`src/rtl/avg2_delay.sv`:
```
module avg2_delay #(
  parameter int DATA_W = 16
) (
  input  logic              clk,
  input  logic              rst,
  input  logic              load,
  input  logic [DATA_W-1:0] d,
  output logic [DATA_W-1:0] q
);
  always_ff @(posedge clk) begin
    if (rst)       q <= '0;
    else if (load) q <= d;
  end


  hold_chk: assert property (@(posedge clk) disable iff (rst)
    !load |=> $stable(q));
endmodule

```
`src/rtl/avg2_sum.sv`:
```
module avg2_sum #(
  parameter int DATA_W = 16,
  localparam int SUM_W = DATA_W + 1
) (
  input  logic signed [DATA_W-1:0] a,
  input  logic signed [DATA_W-1:0] b,
  output logic signed [SUM_W-1:0]  sum,
  output logic signed [DATA_W-1:0] half
);
  function automatic logic signed [SUM_W-1:0] add_wide(
      input logic signed [DATA_W-1:0] x, input logic signed [DATA_W-1:0] y);
    add_wide = SUM_W'(x) + SUM_W'(y);
  endfunction

  function automatic logic signed [DATA_W-1:0] halve(input logic signed [SUM_W-1:0] s);
    logic signed [SUM_W-1:0] t;
    t = s >>> 1;
    halve = t[DATA_W-1:0];
  endfunction

  always_comb begin
    sum  = add_wide(a, b);
    half = halve(sum);
  end


  no_overflow_chk: assert final ((sum >>> 1) >= SUM_W'(-(2 ** (DATA_W-1)))
                                 && (sum >>> 1) <= SUM_W'(2 ** (DATA_W-1) - 1));
endmodule

```
`src/rtl/avg2_comb.sv`:
```
module avg2_comb #(
  parameter int DATA_W = 16
) (
  input  logic              clk,
  input  logic              rst,
  input  logic              in_valid,
  input  logic [DATA_W-1:0] in_sample,
  output logic              out_valid,
  output logic [DATA_W-1:0] out_sample
);
  localparam int SUM_W = DATA_W + 1;

  logic [DATA_W-1:0]        prev_q;
  logic signed [SUM_W-1:0]  sum_w;
  logic signed [DATA_W-1:0] half_w;
  logic                     accept_w;

  assign accept_w = in_valid;

  avg2_delay #(.DATA_W(DATA_W)) u_delay (
    .clk(clk), .rst(rst), .load(accept_w), .d(in_sample), .q(prev_q)
  );

  avg2_sum #(.DATA_W(DATA_W)) u_sum (
    .a(in_sample), .b(prev_q), .sum(sum_w), .half(half_w)
  );

  always_ff @(posedge clk) begin
    if (rst) begin
      out_valid  <= 1'b0;
      out_sample <= '0;
    end else begin
      out_valid <= accept_w;
      if (accept_w) out_sample <= half_w;
    end
  end


  latency_chk: assert property (@(posedge clk) disable iff (rst)
    in_valid |=> out_valid);

  no_spurious_chk: assert property (@(posedge clk) disable iff (rst)
    !in_valid |=> !out_valid);

  out_hold_chk: assert property (@(posedge clk) disable iff (rst)
    !in_valid |=> $stable(out_sample));

  delay_track_chk: assert property (@(posedge clk) disable iff (rst)
    in_valid |=> prev_q == $past(in_sample));
endmodule

```
`config.mk`:
```
export PLATFORM = sky130hd
export DESIGN_NAME = avg2_comb
export DESIGN_NICKNAME = d
export VERILOG_FILES = /design/src/rtl/avg2_delay.sv /design/src/rtl/avg2_sum.sv /design/src/rtl/avg2_comb.sv
export SDC_FILE = /design/constraint.sdc
export NUM_CORES = 1
export LEC_CHECK = 0
export BUFFER_PORTS_ARGS = -buffer_cell sky130_fd_sc_hd__buf_4
export CAP_MARGIN = 20
export CORE_UTILIZATION = 45
export DETAILED_ROUTE_END_ITERATION = 8
export PLACE_DENSITY_LB_ADDON = 0.1
export REMOVE_ABC_BUFFERS = 1
export SYNTH_ARGS = -nofsm -noshare
export SYNTH_HDL_FRONTEND = slang
export SYNTH_HIERARCHICAL = 1
export SYNTH_SLANG_ARGS = --single-unit
```
`constraint.sdc`:
```
create_clock -name clk -period 3.7 [get_ports clk]
set_clock_uncertainty 0.2 [all_clocks]
set_input_delay 0.555 -clock clk [delete_from_list [all_inputs] [get_ports clk]]
set_output_delay 0.555 -clock clk [all_outputs]
set_load 0.02 [all_outputs]
```
==> impl_metrics.tcl <==
set metrics [dict create \
    avgViaCountPerCell 5.276 \
    numCtsBuffers 5 \
    drv_cap 0 \
    post_route_fraction_of_the_period_consumed_by_the_critical_path_pct 69.15 \
    post_route_cells_drive_above_1_share_pct 22.03 \
    cts_max_level 2 \
    placedCellCount 278 \
    power.leakage_uw 0.001157 \
    synthesis.area_per_instance_sq_um 9.786 \
    final_max_slew_viol_count 0 \
    final-setup-viol-count 0 \
    clockBufferDepth 2 \
    yosys_warnings 6 \
    initial_util_pct 48.13 \
    routedWlPerCell_microns 13.07 \
    cp_data_required_time_ps 3660 \
    length_of_the_first_detailed_routing_pass_in_iterations 4 \
    cts_resized 0 \
    vias 1509 \
    combined_global_route_utilization_of_all_metal_layers_pct 17.31 \
    timing.critical_path.from_type "primary input" \
    cts.sink_count 33 \
    layout-area-overhead-vs-synth_pct 18.32 \
    holdBufCountCts 0 \
    vias_in_the_first_global_route 1357 \
    core_area_sq_mm 0.004086 \
    finalCriticalPeriod_ps 2559 \
    fp.dieArea_sq_mm 0.004639 \
    detail-route-antenna-nets 0 \
    min_delay_path_depth 2 \
    rsz0062_at_grt "no" \
    maximum_fanout_along_the_worst_path 4 \
    remaining_drc_errors 0 \
    design.portCount 36 \
    fp-row-count 23 \
    root_buffer "sky130_fd_sc_hd__clkbuf_8" \
    vdd_drop_max_v 0.0002220 \
    holdCritPathClass "reg -> reg" \
    worst_pin_slew_ps 548.0 \
    post-cts-setup-buffers 0 \
    final-hold-violation-count 0 \
    grt_overflow_total 0 \
    detail_route.wirelength_microns 3739 \
    synth_cells 201 \
    grt_max_degree 34 \
    criticalPathCategory "in -> reg" \
    area_of_combinational_cells_with_multiple_inputs_sq_mm 0.001206 \
    r2r_slack_ps 1220 \
    mappedNetlistArea_sq_mm 0.001967 \
    worst_setup_path_end_kind "register" \
    die_h_microns 68.11 \
    global_route_wire_length_before_repair_microns 5927 \
    register_area_sq_um 660.6 \
    die_width_microns 68.11 \
    diodes 0 \
    post_layout_nonfiller_instances 286 \
    final.setup.tns_ps 0 \
    clk_latency_ps 280 \
    first_iter_violations 52 \
    finalNetCount 271 \
    grt_antenna_before_repair 0 \
    cts_tree "built" \
    rr_worst_depth 9 \
    place_congestion 0.7839 \
    path_clk_slew_ps 70 \
    place.port_buffers 35 \
    run_status "finished, final reports clean" \
    power_density_mw_per_mm2 433.8 \
    arrival_ps 2520 \
    final_hpwl_from_detailed_placement_microns 2710 \
    max_freq_mhz 390.8 \
    final_layout_fill_cell_count 379 \
    maxSlewHeadroom_pct 63.46 \
]
-- cell usage in the layout, fill, tap and decap left out, types with 2 or more instances in the layout --
master and instances:
sky130_fd_sc_hd__nor2_1 35, sky130_fd_sc_hd__buf_4 35, sky130_fd_sc_hd__mux2i_1 33, sky130_fd_sc_hd__dfxtp_1 33, sky130_fd_sc_hd__ha_1 16, sky130_fd_sc_hd__a21oi_1 12
sky130_fd_sc_hd__nand2_1 8, sky130_fd_sc_hd__xnor2_1 7, sky130_fd_sc_hd__clkbuf_8 6, sky130_fd_sc_hd__a21o_1 6, sky130_fd_sc_hd__inv_1 5, sky130_fd_sc_hd__xor2_1 5
sky130_fd_sc_hd__nand4b_1 3, sky130_fd_sc_hd__o211ai_2 3, sky130_fd_sc_hd__o21ai_0 3, sky130_fd_sc_hd__and3_1 2, sky130_fd_sc_hd__o21ai_1 2
-- report_power, final --
part | switching [uW] | leakage [uW] | internal [uW]
clock | 130 | 0.0000585 | 220
combinational | 139 | 0.000826 | 121
sequential | 15.6 | 0.000273 | 385
total | 284 | 0.00116 | 725
-- worst paths after layout --
check	from	to
hold / removal	out_sample[3]$_SDFFE_PP0P_	out_sample[3]$_SDFFE_PP0P_
setup reg to reg	u_delay/q[0]$_SDFFE_PP0P_	out_sample[11]$_SDFFE_PP0P_
hold reg to reg	out_sample[3]$_SDFFE_PP0P_	out_sample[3]$_SDFFE_PP0P_
setup / recovery	in_sample[0]	out_sample[11]$_SDFFE_PP0P_
-- critical path, stage by stage --
cell and delay (ps):
sky130_fd_sc_hd__buf_4 110, sky130_fd_sc_hd__ha_1 240, sky130_fd_sc_hd__fa_1 420, sky130_fd_sc_hd__a21o_1 230, sky130_fd_sc_hd__a221oi_2 330, sky130_fd_sc_hd__nand4b_2 230
sky130_fd_sc_hd__nand2_1 80, sky130_fd_sc_hd__xor2_1 140, sky130_fd_sc_hd__mux2i_1 130, sky130_fd_sc_hd__nor2_1 50
-- per-stage QoR --
step	instance area (sq um)	utilization [%]	worst slack (ps)	hold WS [ps]	power, uW
after global routing	2327	56.95	1052	317.8	1065
after CTS	2327	56.95	1161	300.7	1026
after global placement	2211	54.10	912.4	276.2	662.2
final	2327	56.95	1141	293.4	1010
after floorplan	1886	-	1151	264.6	580.9
after detailed placement	2211	54.10	867.8	281.4	669.4
-- registers in the layout (all words and copies together) (netlist names) --
| register | count |
|---|---|
| out_sample | 16 |
| u_delay/q | 16 |
| out_valid | 1 |
-- metal layers --
metal,wire (microns),global-route usage (%),vias to the layer above,part of all wire (%)
met5,0,0,-,0
met4,34,6.250,0,0.91
met3,149,5.000,4,4.0
met2,1774,28.55,27,47
met1,1781,21.20,699,48
li1,-,-,779,-
-- final cells by class --
cell class / instances / area share (%)
clock buffer: 7 / 3.710
clock inverter: 1 / 1.290
inverter: 5 / 0.8065
multi-input combinational: 155 / 51.83
sequential: 33 / 28.39
tap: 50 / 2.688
timing repair buffer: 35 / 11.29
Power figures use the tool's default switching activity.
